## src/rtl/ieag_pkg.sv

```systemverilog
package ieag_pkg;
  localparam int ADDR_W = 16;

  typedef enum logic [1:0] {
    K_DIRECT   = 2'd0,
    K_AUTO     = 2'd1,
    K_INDIRECT = 2'd2
  } kind_e;

  typedef enum logic [1:0] {
    B_X  = 2'd0,
    B_Y  = 2'd1,
    B_SP = 2'd2,
    B_PC = 2'd3
  } base_e;
endpackage

```

## src/rtl/ieag_decode.sv

```systemverilog
module ieag_decode
  import ieag_pkg::*;
#(
  parameter int AW = ADDR_W
) (
  input  logic [7:0]      pb,
  input  logic [AW/2-1:0] ext0,
  input  logic [AW/2-1:0] ext1,
  input  logic [AW/2-1:0] acc_a,
  input  logic [AW/2-1:0] acc_b,
  output kind_e           kind,
  output base_e           base,
  output logic [1:0]      ext_cnt,
  output logic            pre,
  output logic [AW-1:0]   offset
);
  localparam int BW = AW / 2;

  always_comb begin
    kind    = K_DIRECT;
    base    = base_e'(pb[7:6]);
    ext_cnt = 2'd0;
    pre     = 1'b0;
    offset  = {{(AW-5){pb[4]}}, pb[4:0]};
    if (pb[7:5] == 3'b111) begin
      base = base_e'(pb[4:3]);
      if (!pb[2]) begin
        if (!pb[1]) begin
          ext_cnt = 2'd1;
          offset  = {{(AW-BW){pb[0]}}, ext0};
        end else begin
          ext_cnt = 2'd2;
          offset  = {ext0, ext1};
          if (pb[0]) kind = K_INDIRECT;
        end
      end else begin
        case (pb[1:0])
          2'b00:   offset = {{(AW-BW){1'b0}}, acc_a};
          2'b01:   offset = {{(AW-BW){1'b0}}, acc_b};
          2'b10:   offset = {acc_a, acc_b};
          default: begin
            offset = {acc_a, acc_b};
            kind   = K_INDIRECT;
          end
        endcase
      end
    end else if (pb[5]) begin
      kind = K_AUTO;
      pre  = !pb[4];
      if (pb[3]) offset = {{(AW-4){1'b1}}, pb[3:0]};
      else       offset = {{(AW-4){1'b0}}, pb[3:0]} + AW'(1);
    end
  end
endmodule

```

## src/rtl/ieag_addr.sv

```systemverilog
module ieag_addr
  import ieag_pkg::*;
#(
  parameter int AW = ADDR_W
) (
  input  kind_e         kind,
  input  base_e         base,
  input  logic [1:0]    ext_cnt,
  input  logic          pre,
  input  logic [AW-1:0] offset,
  input  logic [AW-1:0] x,
  input  logic [AW-1:0] y,
  input  logic [AW-1:0] sp,
  input  logic [AW-1:0] pc,
  output logic [AW-1:0] sum,
  output logic [AW-1:0] ea
);
  logic [AW-1:0] base_val;

  always_comb begin
    case (base)
      B_X:     base_val = x;
      B_Y:     base_val = y;
      B_SP:    base_val = sp;
      default: base_val = pc + AW'(ext_cnt) + AW'(1);
    endcase
  end

  assign sum = base_val + offset;
  assign ea  = (kind == K_AUTO && !pre) ? base_val : sum;
endmodule

```

## src/rtl/ieag_fetch.sv

```systemverilog
module ieag_fetch #(
  parameter int AW = ieag_pkg::ADDR_W
) (
  input  logic          clk,
  input  logic          rst_n,
  input  logic          start,
  input  logic [AW-1:0] ptr,
  output logic          rd_valid,
  input  logic          rd_ready,
  output logic [AW-1:0] rd_addr,
  input  logic [AW/2-1:0] rd_data,
  output logic          done,
  output logic [AW-1:0] word
);
  typedef enum logic [1:0] {F_IDLE, F_HI, F_LO} fst_e;
  fst_e            st;
  logic [AW-1:0]   ptr_q;
  logic [AW/2-1:0] hi_q;

  always_ff @(posedge clk) begin
    if (!rst_n) begin
      st    <= F_IDLE;
      ptr_q <= '0;
      hi_q  <= '0;
    end else begin
      case (st)
        F_IDLE: if (start) begin
          st    <= F_HI;
          ptr_q <= ptr;
        end
        F_HI: if (rd_ready) begin
          hi_q <= rd_data;
          st   <= F_LO;
        end
        default: if (rd_ready) st <= F_IDLE;
      endcase
    end
  end

  assign rd_valid = (st != F_IDLE);
  assign rd_addr  = (st == F_LO) ? ptr_q + AW'(1) : ptr_q;
  assign done     = (st == F_LO) && rd_ready;
  assign word     = {hi_q, rd_data};

  assert_rd_hold_R10: assert property (@(posedge clk) disable iff (!rst_n)
    rd_valid && !rd_ready |=> rd_valid && $stable(rd_addr));
  assert_rd_next_byte_R6: assert property (@(posedge clk) disable iff (!rst_n)
    (st == F_HI) && rd_ready |=> rd_valid && (rd_addr == $past(rd_addr) + AW'(1)));
endmodule

```

## src/rtl/ieag_top.sv

```systemverilog
module ieag_top
  import ieag_pkg::*;
#(
  parameter int AW = ADDR_W
) (
  input  logic            clk,
  input  logic            rst_n,
  input  logic            req_valid,
  output logic            req_ready,
  input  logic [7:0]      req_postbyte,
  input  logic [AW/2-1:0] req_ext0,
  input  logic [AW/2-1:0] req_ext1,
  input  logic [AW-1:0]   req_x,
  input  logic [AW-1:0]   req_y,
  input  logic [AW-1:0]   req_sp,
  input  logic [AW-1:0]   req_pc,
  input  logic [AW/2-1:0] req_acc_a,
  input  logic [AW/2-1:0] req_acc_b,
  input  logic            req_lea,
  input  logic [1:0]      req_lea_dst,
  output logic            rd_valid,
  input  logic            rd_ready,
  output logic [AW-1:0]   rd_addr,
  input  logic [AW/2-1:0] rd_data,
  output logic            res_valid,
  input  logic            res_ready,
  output logic [AW-1:0]   res_ea,
  output logic [1:0]      res_ext_cnt,
  output logic            res_wb_en,
  output logic [1:0]      res_wb_sel,
  output logic [AW-1:0]   res_wb_val,
  output logic            res_lea_en,
  output logic [1:0]      res_lea_sel,
  output logic            res_illegal
);
  typedef enum logic [1:0] {S_IDLE, S_FETCH, S_HOLD} st_e;
  st_e st;

  kind_e         d_kind;
  base_e         d_base;
  logic [1:0]    d_ext;
  logic          d_pre;
  logic [AW-1:0] d_off, a_sum, a_ea, f_word;
  logic          f_done, accept, lea_ok, wb_want;

  ieag_decode #(.AW(AW)) u_decode (
    .pb(req_postbyte), .ext0(req_ext0), .ext1(req_ext1),
    .acc_a(req_acc_a), .acc_b(req_acc_b),
    .kind(d_kind), .base(d_base), .ext_cnt(d_ext), .pre(d_pre), .offset(d_off)
  );

  ieag_addr #(.AW(AW)) u_addr (
    .kind(d_kind), .base(d_base), .ext_cnt(d_ext), .pre(d_pre), .offset(d_off),
    .x(req_x), .y(req_y), .sp(req_sp), .pc(req_pc), .sum(a_sum), .ea(a_ea)
  );

  assign req_ready = (st == S_IDLE);
  assign accept    = req_valid && req_ready;
  assign res_valid = (st == S_HOLD);
  assign lea_ok    = req_lea && (req_lea_dst != 2'b11);
  assign wb_want   = (d_kind == K_AUTO) &&
                     !(lea_ok && (req_lea_dst == 2'(d_base)));

  ieag_fetch #(.AW(AW)) u_fetch (
    .clk(clk), .rst_n(rst_n),
    .start(accept && d_kind == K_INDIRECT), .ptr(a_sum),
    .rd_valid(rd_valid), .rd_ready(rd_ready), .rd_addr(rd_addr), .rd_data(rd_data),
    .done(f_done), .word(f_word)
  );

  always_ff @(posedge clk) begin
    if (!rst_n) begin
      st          <= S_IDLE;
      res_ea      <= '0;
      res_ext_cnt <= '0;
      res_wb_en   <= 1'b0;
      res_wb_sel  <= '0;
      res_wb_val  <= '0;
      res_lea_en  <= 1'b0;
      res_lea_sel <= '0;
      res_illegal <= 1'b0;
    end else begin
      case (st)
        S_IDLE: if (accept) begin
          res_ea      <= a_ea;
          res_ext_cnt <= d_ext;
          res_wb_en   <= wb_want;
          res_wb_sel  <= 2'(d_base);
          res_wb_val  <= a_sum;
          res_lea_en  <= lea_ok;
          res_lea_sel <= req_lea_dst;
          res_illegal <= req_lea && !lea_ok;
          st          <= (d_kind == K_INDIRECT) ? S_FETCH : S_HOLD;
        end
        S_FETCH: if (f_done) begin
          res_ea <= f_word;
          st     <= S_HOLD;
        end
        default: if (res_ready) st <= S_IDLE;
      endcase
    end
  end

  assert_res_hold_R10: assert property (@(posedge clk) disable iff (!rst_n)
    res_valid && !res_ready |=> res_valid && $stable(res_ea) && $stable(res_ext_cnt)
      && $stable(res_wb_en) && $stable(res_wb_val) && $stable(res_lea_en) && $stable(res_illegal));
  assert_one_channel_R10: assert property (@(posedge clk) disable iff (!rst_n)
    !(rd_valid && res_valid));
  assert_no_pc_wb_R4: assert property (@(posedge clk) disable iff (!rst_n)
    res_valid && res_wb_en |-> res_wb_sel != 2'b11);
  assert_lea_vs_wb_R9: assert property (@(posedge clk) disable iff (!rst_n)
    res_valid && res_lea_en && res_wb_en |-> res_lea_sel != res_wb_sel);
  assert_lea_not_illegal_R9: assert property (@(posedge clk) disable iff (!rst_n)
    res_valid |-> !(res_lea_en && res_illegal));
  assert_ext_bound_R3: assert property (@(posedge clk) disable iff (!rst_n)
    res_valid |-> res_ext_cnt != 2'b11);
endmodule

```

## config.mk

```make
export PLATFORM = sky130hd
export DESIGN_NAME = ieag_top
export DESIGN_NICKNAME = d
export VERILOG_FILES = /design/src/rtl/ieag_pkg.sv /design/src/rtl/ieag_decode.sv /design/src/rtl/ieag_addr.sv /design/src/rtl/ieag_fetch.sv /design/src/rtl/ieag_top.sv
export SDC_FILE = /design/constraint.sdc
export NUM_CORES = 1
export LEC_CHECK = 0
export ABC_AREA = 1
export ABC_CLOCK_PERIOD_IN_PS = 4600
export BUFFER_PORTS_ARGS = -buffer_cell sky130_fd_sc_hd__buf_2
export CAP_MARGIN = 20
export CORE_UTILIZATION = 40
export DETAILED_ROUTE_END_ITERATION = 10
export GPL_TIMING_DRIVEN = 1
export PLACE_DENSITY = 0.7
export SLEW_MARGIN = 20
export SYNTH_ARGS = -nofsm -noshare
export SYNTH_HDL_FRONTEND = slang
export SYNTH_SLANG_ARGS = --single-unit
```

## constraint.sdc

```tcl
create_clock -name clk -period 4.6 [get_ports clk]
set_input_delay 0.23 -clock clk [delete_from_list [all_inputs] [get_ports clk]]
set_output_delay 0.23 -clock clk [all_outputs]
set_load 0.02 [all_outputs]
```

==> flow_metrics.py <==
metrics = {
    "global_routing": {
        "grt_max_degree": 55,
        "grt_usage_pct": 26.7,
        "grt_pass1_vias": 6020,
        "grt_overflow": 0,
        "antenna_found_initial": 0,
        "grt_first_pass_wirelength_um": 30100,
    },
    "route": {
        "route.met2.wl_um": 8620,
        "drt_iter0_drc": 580,
        "vias": 6358,
        "first_pass_iters": 5,
        "dr.max_layer_used": "met4",
        "wl_per_cell_um": 15.6,
        "totalWireLength_um": 18800,
        "ant_nets": 0,
        "vias_per_cell": 5.29,
        "drc_errors": 0,
        "met1Wirelength_um": 8520,
        "met3_length_um": 1140,
    },
    "clock_network": {
        "h-tree-depth": 3,
        "hold_buffers": 0,
        "numCtsBuffers": 9,
        "ctsResizeCount": 0,
        "tritoncts": "yes",
        "root_buffer": "clkbuf_16",
        "cts.sinks": 69,
        "cts_setup_buffers": 0,
        "clock_path_buffers": 2,
        "clock_latency_ns": 0.33,
        "path_clk_slew_ns": 0.06,
    },
    "worst_hold_path": {
        "min-delay-start": "rd_data[0]",
        "min_path_type": "in2reg",
        "hold-path-cell-count": 3,
        "min_to": "u_fetch.hi_q[0]",
    },
    "logic_synthesis": {
        "ys_ff_latch": 69,
        "synth_top_cell_area_share_pct": 25.2,
        "synth_common_cells": "nand2_1, inv_1, a21oi_1",
        "ys_warn_count": 0,
        "ys_seq_area_share_pct": 25.2,
        "synth.distinct_cells": 48,
        "synthesis.area_mm2": 0.00549,
        "synth-edff-count": 0,
        "synth_cells": 855,
        "syn_area_per_cell_um2": 6.42,
        "ys_async_sr_fraction_pct": 0,
        "yosysMostFrequentCell": "nand2_1",
        "synth_ff_type": "dfxtp_1",
        "synthesis.nets": 999,
        "synth.top_cells.by_area": "dfxtp_1, nand2_1, a21oi_1, inv_1, o21ai_0",
        "yosys.area.top_type": "dfxtp_1",
    },
    "power_and_ir_drop": {
        "clockPowerShare_pct": 32.6,
        "comb_power_share_pct": 37.4,
        "power-per-cell-area_mw_per_mm2": 339,
        "p_leak_uw": 0.00361,
        "pwr-share-seq_pct": 30.0,
        "power.switching_uw": 889,
        "p_int_uw": 1420,
        "vdd_drop_max_mv": 0.226,
        "swShare_pct": 38.5,
    },
    "floorplan": {
        "fp-row-count": 42,
        "die_y_um": 119,
        "die_area_mm2": 0.0142,
        "io_pins": 180,
        "fp.dieW_um": 119,
        "start_util_pct": 41.3,
        "core_area_mm2": 0.0133,
    },
    "layout": {
        "nFillCells": 1376,
        "layout-drive-gt1-share_pct": 24.0,
        "antenna_cells": 0,
        "final_nets": 1166,
        "instances_no_fill": 1203,
        "area_growth_pct": 24.3,
    },
    "placed_design": {
        "place.gp.congestion": 0.978,
        "dp_hpwl_um": 14600,
        "placed_cells": 1187,
        "numPortBuffers": 179,
    },
    "setup_path": {
        "start_kind": "input port",
        "crit_fanout": 11,
        "cp.required_ns": 4.85,
        "r2r-end": "res_ea[8]",
        "cp.arrival_ns": 4.02,
        "path_class": "in2reg",
        "endpoint_kind": "flop",
        "r2r_start": "st[0]",
        "r2r_setup_slack_ns": 1.76,
        "ff2ff_path_depth": 7,
    },
    "sta": {
        "finClkSkew_ns": 0.00632,
        "finalMaxSlewViolations": 0,
        "rsz0062_at_grt": "no",
        "finalHoldViolCount": 0,
        "tightest_slew_ns": 1.02,
        "fin_crit_ns": 3.76,
        "setup_tns_ns": 0,
        "setup_violations": 0,
        "maxSlewHeadroom_pct": 31.4,
        "finalCritPeriodShare_pct": 81.8,
        "fmax_mhz": 266,
    },
    "job": {
        "max-cap-violations": 0,
    },
    "outcome": {
        "status": "completed",
    },
}
how the worst max path moves through the flow:
| stage | startpoint | endpoint | cells after the start |
|---|---|---|---|
| 2_1_floorplan | req_postbyte[2] | res_wb_val[13] | 23 |
| 3_3_place_gp | req_postbyte[1] | res_ea[15] | 24 |
| 3_5_place_dp | req_postbyte[1] | res_ea[15] | 24 |
| 4_1_cts | req_postbyte[1] | res_ea[15] | 24 |
| 5_1_grt | req_postbyte[1] | res_ea[11] | 24 |
| 6_report | req_postbyte[1] | res_ea[15] | 24 |
worst max-delay path: stages:
cell and delay, ns:
buf_2 0.14, inv_2 0.11, nor2_1 0.11, clkinv_1 0.20
nor2_1 0.19, inv_1 0.10, fa_1 0.45, nand3b_1 0.18
nor2_1 0.18, nand2_1 0.17, o21ai_0 0.19, nand3b_1 0.09
nand2_1 0.08, inv_1 0.05, ha_1 0.35, nand2_1 0.08
inv_1 0.10, nand3_1 0.10, nor3_1 0.27, a21o_1 0.20
nand3_2 0.10, nand3_1 0.09, nand2_1 0.11, a21oi_1 0.14
power by group through the flow:
stage	sequential [µW]	clock, µW	combinational, µW
after global routing	699	781	951
final	693	754	863
after floorplan	759	0	494
after CTS	692	760	853
after global placement	703	0	850
after detailed placement	704	0	848
logic make-up (layout without fill, tap and decap cells):
group           count (synthesis)  after routing  share of synthesized area, %
fa+ha+maj                      24             24                          5.75
compound gates                230            230                          24.1
simple gates                  347            347                          28.9
buf+inv                       155            327                          11.2
xor+xnor                       30             30                          4.79
flops                          69             69                          25.2
layout by cell type, fill, tap and decap left out, types with 3 or more instances in the layout:
cell | synthesis | final
a21oi_1 | 90 | 90
a221oi_1 | 3 | 3
buf_4 | 6 | 5
xnor2_1 | 8 | 8
a31oi_1 | 4 | 4
nand3b_1 | 3 | 3
o211ai_1 | 25 | 25
nand2_2 | 4 | 4
nand3_2 | 5 | 5
xor2_1 | 22 | 22
o221ai_1 | 10 | 10
inv_2 | 12 | 12
dfxtp_1 | 69 | 69
nand2_1 | 161 | 161
o21ai_1 | 7 | 7
nor3_1 | 10 | 10
o21ai_0 | 72 | 72
nor2_4 | 4 | 4
o21bai_1 | 4 | 4
clkbuf_16 | 0 | 9
inv_1 | 112 | 112
a21o_1 | 4 | 4
nor2_2 | 5 | 5
buf_2 | 7 | 179
nand3_1 | 58 | 58
or2_2 | 4 | 4
clkinv_2 | 1 | 3
ha_1 | 22 | 22
nand4_1 | 8 | 8
nor3_2 | 3 | 3
nor2_1 | 73 | 73
flip-flops by register name, summed over array words and instances (netlist names):
signal	count
u_fetch.st	2
res_lea_sel	2
res_wb_sel	2
res_wb_val	16
u_fetch.hi_q	8
st	2
res_wb_en	1
res_ext_cnt	2
u_fetch.ptr_q	16
res_illegal	1
res_ea	16
res_lea_en	1
cell type report:
type	instances	area [µm²]	area share [%]
Clock buffer	10	229	3.36
Clock inverter	6	86.3	1.27
Inverter	127	480	7.05
Multi-Input combinational cell	631	3490	51.2
Sequential cell	69	1380	20.3
Tap cell	176	220	3.23
Timing Repair Buffer	184	933	13.7
metal layers:
layer | GRT usage [%] | vias up
met3 | 2.97 | 29
met5 | 0 | -
met2 | 45.1 | 246
met4 | 9.10 | 0
li1 | - | 3195
met1 | 35.1 | 2888
metrics by stage:
stage	utilization, %	total power, µW	area (µm²)	setup slack [ns]	hold slack (ns)
detailed placement	48.9	1550	6500	0.536	0.470
floorplan	-	1250	5490	1.23	0.365
global placement	48.9	1550	6500	0.472	0.469
finish	51.3	2310	6820	0.837	0.145
CTS	51.3	2300	6820	0.856	0.140
global route	51.3	2430	6820	0.407	0.168
Note: power is estimated with default switching activity, not from simulation.
